### src/rtl/ccx_pkg.sv
package ccx_pkg;
  localparam int unsigned IDX_W    = 5;
  localparam int unsigned PRIM_W   = 6;
  localparam int unsigned XOP_W    = 9;
  localparam int unsigned CR_W     = 4;

  localparam logic [PRIM_W-1:0] PRIM_CHAIN = 6'd31;
  localparam logic [XOP_W-1:0]  XOP_ADDM1  = 9'd234;
  localparam logic [XOP_W-1:0]  XOP_ADDZ   = 9'd202;
  localparam logic [XOP_W-1:0]  XOP_ADDR   = 9'd138;
  localparam logic [XOP_W-1:0]  XOP_SUBM1  = 9'd232;

  // condition field bit positions
  localparam int unsigned CR_LT = 3;
  localparam int unsigned CR_GT = 2;
  localparam int unsigned CR_EQ = 1;
  localparam int unsigned CR_SO = 0;

  // second adder operand source
  typedef enum logic [1:0] {
    B_ZERO = 2'd0,
    B_ONES = 2'd1,
    B_REG  = 2'd2
  } bSel_e;

  // strobes from control to datapath
  typedef struct packed {
    logic             legal;
    logic             invA;
    bSel_e            bSel;
    logic             useOe;
    logic             useRc;
    logic [IDX_W-1:0] rtIdx;
  } ctrl_s;
endpackage

### src/rtl/ccx_ctrl.sv
module ccx_ctrl
  import ccx_pkg::*;
(
  input  logic [PRIM_W-1:0] primOp,
  input  logic [XOP_W-1:0]  extOp,
  input  logic [IDX_W-1:0]  rtField,
  input  logic              oeBit,
  input  logic              rcBit,
  output ctrl_s             ctl
);
  logic  primOk;
  logic  xopOk;
  logic  invSel;
  bSel_e bSrc;

  assign primOk = (primOp == PRIM_CHAIN);

  always_comb begin
    xopOk  = 1'b1;
    invSel = 1'b0;
    bSrc   = B_ZERO;
    case (extOp)
      XOP_ADDM1: begin invSel = 1'b0; bSrc = B_ONES; end
      XOP_ADDZ:  begin invSel = 1'b0; bSrc = B_ZERO; end
      XOP_ADDR:  begin invSel = 1'b0; bSrc = B_REG;  end
      XOP_SUBM1: begin invSel = 1'b1; bSrc = B_ONES; end
      default:   xopOk = 1'b0;
    endcase
  end

  always_comb begin
    ctl.legal = primOk && xopOk;
    ctl.invA  = invSel;
    ctl.bSel  = bSrc;
    ctl.useOe = ctl.legal && oeBit;
    ctl.useRc = ctl.legal && rcBit;
    ctl.rtIdx = rtField;
  end
endmodule

### src/rtl/ccx_datapath.sv
module ccx_datapath
  import ccx_pkg::*;
#(
  parameter int unsigned W = 32
) (
  input  ctrl_s          ctl,
  input  logic [W-1:0]   opA,
  input  logic [W-1:0]   opB,
  input  logic           carryIn,
  input  logic           ovIn,
  input  logic           soIn,
  output logic [W-1:0]   result,
  output logic           carryOut,
  output logic           ovOut,
  output logic           soOut,
  output logic [CR_W-1:0] crField
);
  localparam int unsigned SUM_W = W + 1;

  logic [W-1:0]     xOp;
  logic [W-1:0]     yOp;
  logic [SUM_W-1:0] sum;
  logic             ovRaw;
  logic             soNew;
  logic             isZero;
  logic             isNeg;

  assign xOp = ctl.invA ? ~opA : opA;

  always_comb begin
    case (ctl.bSel)
      B_ONES:  yOp = '1;
      B_REG:   yOp = opB;
      default: yOp = '0;
    endcase
  end

  assign sum      = {1'b0, xOp} + {1'b0, yOp} + {{W{1'b0}}, carryIn};
  assign result   = sum[W-1:0];
  assign carryOut = sum[W];

  // signed overflow: like-signed inputs giving a differently signed sum
  assign ovRaw = (xOp[W-1] == yOp[W-1]) && (result[W-1] != xOp[W-1]);

  assign ovOut = ctl.useOe ? ovRaw : ovIn;
  assign soNew = ctl.useOe ? (soIn | ovRaw) : soIn;
  assign soOut = soNew;

  assign isZero = (result == '0);
  assign isNeg  = result[W-1];

  always_comb begin
    crField        = '0;
    crField[CR_LT] = isNeg;
    crField[CR_GT] = !isNeg && !isZero;
    crField[CR_EQ] = isZero;
    crField[CR_SO] = soNew;
  end
endmodule

### src/rtl/ccx_unit.sv
module ccx_unit
  import ccx_pkg::*;
#(
  parameter int unsigned W = 32
) (
  input  logic              clk,
  input  logic              rst,
  input  logic              inValid,
  input  logic [31:0]       instr,
  input  logic [W-1:0]      opA,
  input  logic [W-1:0]      opB,
  input  logic              carryIn,
  input  logic              ovIn,
  input  logic              soIn,
  output logic              outValid,
  output logic              illegal,
  output logic [IDX_W-1:0]  rdIdx,
  output logic [W-1:0]      rdData,
  output logic              rdWe,
  output logic              carryOut,
  output logic              carryWe,
  output logic              ovOut,
  output logic              soOut,
  output logic              ovWe,
  output logic [CR_W-1:0]   crField,
  output logic              crWe
);
  ctrl_s           ctl;
  logic [W-1:0]    dpResult;
  logic            dpCarry;
  logic            dpOv;
  logic            dpSo;
  logic [CR_W-1:0] dpCr;
  logic            unusedRegFields;

  // source register fields are resolved upstream; only their presence matters
  assign unusedRegFields = ^instr[20:11];

  ccx_ctrl u_ctrl (
    .primOp  (instr[31:26]),
    .extOp   (instr[9:1]),
    .rtField (instr[25:21]),
    .oeBit   (instr[10]),
    .rcBit   (instr[0]),
    .ctl     (ctl)
  );

  ccx_datapath #(.W(W)) u_dp (
    .ctl      (ctl),
    .opA      (opA),
    .opB      (opB),
    .carryIn  (carryIn),
    .ovIn     (ovIn),
    .soIn     (soIn),
    .result   (dpResult),
    .carryOut (dpCarry),
    .ovOut    (dpOv),
    .soOut    (dpSo),
    .crField  (dpCr)
  );

  // control half of the output stage
  always_ff @(posedge clk) begin
    if (rst) begin
      outValid <= 1'b0;
      illegal  <= 1'b0;
      rdWe     <= 1'b0;
      carryWe  <= 1'b0;
      ovWe     <= 1'b0;
      crWe     <= 1'b0;
    end else begin
      outValid <= inValid;
      illegal  <= inValid && !ctl.legal;
      rdWe     <= inValid && ctl.legal;
      carryWe  <= inValid && ctl.legal;
      ovWe     <= inValid && ctl.useOe;
      crWe     <= inValid && ctl.useRc;
    end
  end

  // data half of the output stage, loaded on each strobe
  always_ff @(posedge clk) begin
    if (rst) begin
      rdIdx    <= '0;
      rdData   <= '0;
      carryOut <= 1'b0;
      ovOut    <= 1'b0;
      soOut    <= 1'b0;
      crField  <= '0;
    end else if (inValid) begin
      rdIdx    <= ctl.rtIdx;
      rdData   <= dpResult;
      carryOut <= dpCarry;
      ovOut    <= dpOv;
      soOut    <= dpSo;
      crField  <= dpCr;
    end
  end
endmodule

### config.mk
export PLATFORM = sky130hd
export DESIGN_NAME = ccx_unit
export DESIGN_NICKNAME = d
export VERILOG_FILES = /design/src/rtl/ccx_pkg.sv /design/src/rtl/ccx_ctrl.sv /design/src/rtl/ccx_datapath.sv /design/src/rtl/ccx_unit.sv
export SDC_FILE = /design/constraint.sdc
export NUM_CORES = 1
export LEC_CHECK = 0
export ABC_AREA = 1
export ABC_CLOCK_PERIOD_IN_PS = 7170
export BUFFER_PORTS_ARGS = -buffer_cell sky130_fd_sc_hd__buf_4
export CAP_MARGIN = 20
export CORE_ASPECT_RATIO = 0.7
export CORE_MARGIN = 2
export CORE_UTILIZATION = 45
export CTS_CLUSTER_DIAMETER = 40
export CTS_CLUSTER_SIZE = 14
export DETAILED_ROUTE_END_ITERATION = 8
export PLACE_DENSITY = 0.74
export REMOVE_ABC_BUFFERS = 1
export SLEW_MARGIN = 5
export SYNTH_ARGS = -nofsm -noshare
export SYNTH_HDL_FRONTEND = slang
export SYNTH_SLANG_ARGS = --single-unit
### constraint.sdc
create_clock -name clk -period 7.17 [get_ports clk]
set_clock_uncertainty 0.05 [all_clocks]
set_input_delay 1.434 -clock clk [delete_from_list [all_inputs] [get_ports clk]]
set_output_delay 1.434 -clock clk [all_outputs]
set_load 0.01 [all_outputs]
==> flow_metrics.env <==
export IMPL_run_status="finished clean"
export IMPL_dp_final_hpwl_um=11900
export IMPL_route_antenna_remaining_nets=0
export IMPL_global_route_usage_total_pct=23.7
export IMPL_rsz_0062_raised_after_global_routing="false"
export IMPL_maxCapViolCount=0
export IMPL_cts_tree="done"
export IMPL_synth_area_top_cells="nand2_1, dfxtp_1, inv_1"
export IMPL_floorplan_io_pins=152
export IMPL_critical_path_reg2reg_startpoint="rdData[27]"
export IMPL_hold_slack_ns=0.434
export IMPL_drive_above_1_share_pct=19.5
export IMPL_slew_limit_headroom_pct=40.2
export IMPL_ys_dominant_reg_cell="dfxtp_1"
export IMPL_power_w=0.000694
export IMPL_clkSinkCount=47
export IMPL_vias_per_instance=4.67
export IMPL_cellLeakagePower_nw=3.76
export IMPL_arrival_time_of_data_at_the_critical_path_endpoint_ns=5.31
export IMPL_post_cts_hold_buffer_count=0
export IMPL_tns_ns=0
export IMPL_syn_area_um2=5230
export IMPL_initial_antenna_violation_count=0
export IMPL_vdd_drop_max_mv=0.0858
export IMPL_drt_pre_antenna_iters=5
export IMPL_worstRegToRegCells=4
export IMPL_yosysSeqAreaShare_pct=18.0
export IMPL_synthMostInstantiatedCell="nand2_1"
export IMPL_cts_path_max_buffers=2
export IMPL_timing_setup_critical_path_class="input pin to flop"
export IMPL_global_route_wire_length_before_repair_um=24200
export IMPL_crit_fanout=14
export IMPL_finalWirelength_um=14300
export IMPL_place_port_buffers=141
export IMPL_grt_remaining_overflow=0
export IMPL_syn_inst=932
export IMPL_min_delay_path_class="flop to flop"
export IMPL_setup_viol=0
export IMPL_first_global_vias=5183
export IMPL_cp_data_required_time_ns=7.29
export IMPL_number_of_enable_flip_flop_cells_after_synthesis=0
export IMPL_setup_worst_path_end="crField[2]"
export IMPL_worstSetupEndpointType="flop"
export IMPL_total_number_of_nets_in_the_final_design=1194
export IMPL_synth_async_reset_ratio_pct=0
export IMPL_comb_power_share_pct=26.7
export IMPL_timing_reg2reg_setup_slack_ns=6.42
export IMPL_finalInstanceArea_um2=6530
export IMPL_clk_root_buffer_cell="clkbuf_16"
export IMPL_hold_path_cell_count=2
export IMPL_top_achievable_clock_speed_mhz=192
export IMPL_cts_resized_gates=0
export IMPL_power_sequential_fraction_pct=41.3
export IMPL_worst_tran_pin_value_ns=0.896
export IMPL_h_tree_depth=2
export IMPL_synth_largest_area_cell="nand2_1"
export IMPL_horizontal_die_dimension_um=133
export IMPL_die_height_um=94.2
export IMPL_pwr_density_cell_nw_per_um2=106
export IMPL_place_area_um2=6390
export IMPL_switching_share_pct=28.6
export IMPL_routedWlPerCell_um=11.8
export IMPL_antenna_diode_count=0
export IMPL_clockPowerShare_pct=32.0
export IMPL_yosysTopAreaCellShare_pct=20.4
export IMPL_clkSlewWorstSetupHoldPaths_ns=0.06
export IMPL_overall_die_area_um2=12500
export IMPL_maximum_number_of_pins_on_one_net_before_global_route_repair=51
export IMPL_timing_rr_end="rdData[27]"
export IMPL_yosysWarningCount=0
export IMPL_timing_final_crit_period_ns=5.20
export IMPL_worst_skew_pair_late_latency_ns=0.29
export IMPL_post_cts_buffers=0
export IMPL_syn_area_per_cell_um2=5.61
export IMPL_netlist_cell_type_count=29
export IMPL_crit_path_start_kind="input pin"
export IMPL_total_switching_power_w=0.000198
export IMPL_fin_crit_sh_pct=72.5
export IMPL_drt_initial_drc_count=280
export IMPL_via_count=5653
export IMPL_hold_viol_final=0
export IMPL_core_um2=11200
export IMPL_detail_route_drc_violations=0
export IMPL_ys_ff_latch=47
export IMPL_setup_worst_path_start="instr[3]"
export IMPL_cts_buffers_inserted=5
export IMPL_finalMaxSlewViolations=0
export IMPL_power_report_internal_total_w=0.000495
export IMPL_list_of_most_frequent_post_synthesis_cells="nand2_1, inv_1, nor2_1"
export IMPL_gp_congestion=0.892
export IMPL_floorplan_initialDensity_pct=46.8
export IMPL_placementRows=32
export IMPL_area_delta_synth_final_pct=24.9
layout by cell type (no fill, tap or decap):
master / synthesis / final
nor3b_2: 1 / 1
inv_1: 191 / 191
a31oi_1: 2 / 2
nand2_1: 284 / 283
nand2_2: 18 / 19
a21oi_1: 50 / 50
nor3_1: 3 / 3
nand3b_1: 3 / 3
nor3_2: 4 / 4
buf_4: 3 / 145
o211ai_1: 8 / 8
a21oi_2: 4 / 4
nor2_2: 17 / 17
nor3b_1: 1 / 1
xnor2_1: 15 / 15
o21ai_0: 43 / 43
nor2_1: 93 / 93
dfxtp_1: 47 / 47
inv_2: 2 / 2
clkbuf_1: 21 / 2
xor2_1: 21 / 21
clkinv_1: 1 / 1
clkbuf_16: 0 / 5
nand3_2: 8 / 8
fa_1: 2 / 2
nand4_1: 14 / 14
nand3_1: 39 / 39
o21bai_1: 1 / 1
ha_1: 33 / 33
clkinv_2: 0 / 1
metal layers:
| layer | GRT usage (%) | wire length (µm) | vias to the layer above | part of all wire, % |
|---|---|---|---|---|
| met1 | 33.5 | 7290 | 2404 | 51 |
| met2 | 38.0 | 5980 | 154 | 42 |
| met5 | 0 | 0 | - | 0 |
| met3 | 4.05 | 848 | 16 | 5.9 |
| li1 | - | - | 3079 | - |
| met4 | 4.48 | 207 | 0 | 1.4 |
worst max-delay path, cell delays in order:
cell and delay (ns):
buf_4 0.11, inv_1 0.06, nand2_1 0.05, nor3_1 0.22, o21ai_0 0.21, ha_1 0.69, a21oi_1 0.19, fa_1 0.49
fa_1 0.45, nand3_1 0.14, nand3_2 0.12, nand2_1 0.08, nand2_1 0.11, xnor2_1 0.24, nand2_1 0.09, nor2_1 0.14
nand3_1 0.11, nor2_1 0.13, nand3_2 0.12, nand2_1 0.07, a21oi_1 0.06
layout make-up:
type	instances	area (µm²)
Fill cell	1184	4640
Multi-Input combinational cell	664	3450
Timing Repair Buffer	145	1090
Sequential cell	47	941
Inverter	194	728
Tap cell	153	191
Clock buffer	7	133
Clock inverter	1	5.00
kinds of logic (layout without fill, tap and decap cells):
family          after synthesis  after routing  synth area share, %
compound gates              108            108                 11.1
xor+xnor                     36             36                 6.03
fa+ha+maj                    35             35                 8.66
buf+inv                     221            347                 16.2
flops                        47             47                 18.0
simple gates                485            485                 40.1
power groups by stage:
stage / Sequential [W] / Clock, W / Combinational, W
5_1_grt: 0.000288 / 0.000238 / 0.000207
3_3_place_gp: 0.000292 / 0 / 0.000184
3_5_place_dp: 0.000292 / 0 / 0.000185
6_report: 0.000286 / 0.000222 / 0.000185
4_1_cts: 0.000286 / 0.000225 / 0.000186
2_1_floorplan: 0.000300 / 0 / 0.0000825
per-stage QoR:
| step | instances | util [%] | setup WS [ns] |
|---|---|---|---|
| 2_1_floorplan | 905 | - | 2.20 |
| 3_3_place_gp | 1203 | 57.2 | 1.76 |
| 3_5_place_dp | 1203 | 57.2 | 1.68 |
| 4_1_cts | 1211 | 58.5 | 1.98 |
| 5_1_grt | 1211 | 58.5 | 1.61 |
| 6_report | 1211 | 58.5 | 1.97 |
worst min-delay path by stage:
stage / startpoint / endpoint / slack (ns)
floorplan: crField[2] / crField[2] / 0.43
CTS: rdData[29] / rdData[29] / 0.44
finish: rdData[29] / rdData[29] / 0.43
detailed placement: rdData[29] / rdData[29] / 0.42
global route: rdData[4] / rdData[4] / 0.46
global placement: crField[2] / crField[2] / 0.41
flip-flops by register name, indices dropped and copies added (netlist names):
register  flops
carryWe       1
illegal       1
carryOut      1
ovWe          1
crWe          1
crField       3
outValid      1
rdData       32
rdIdx         5
ovOut         1
No activity file was read; power rests on OpenSTA's default activity.
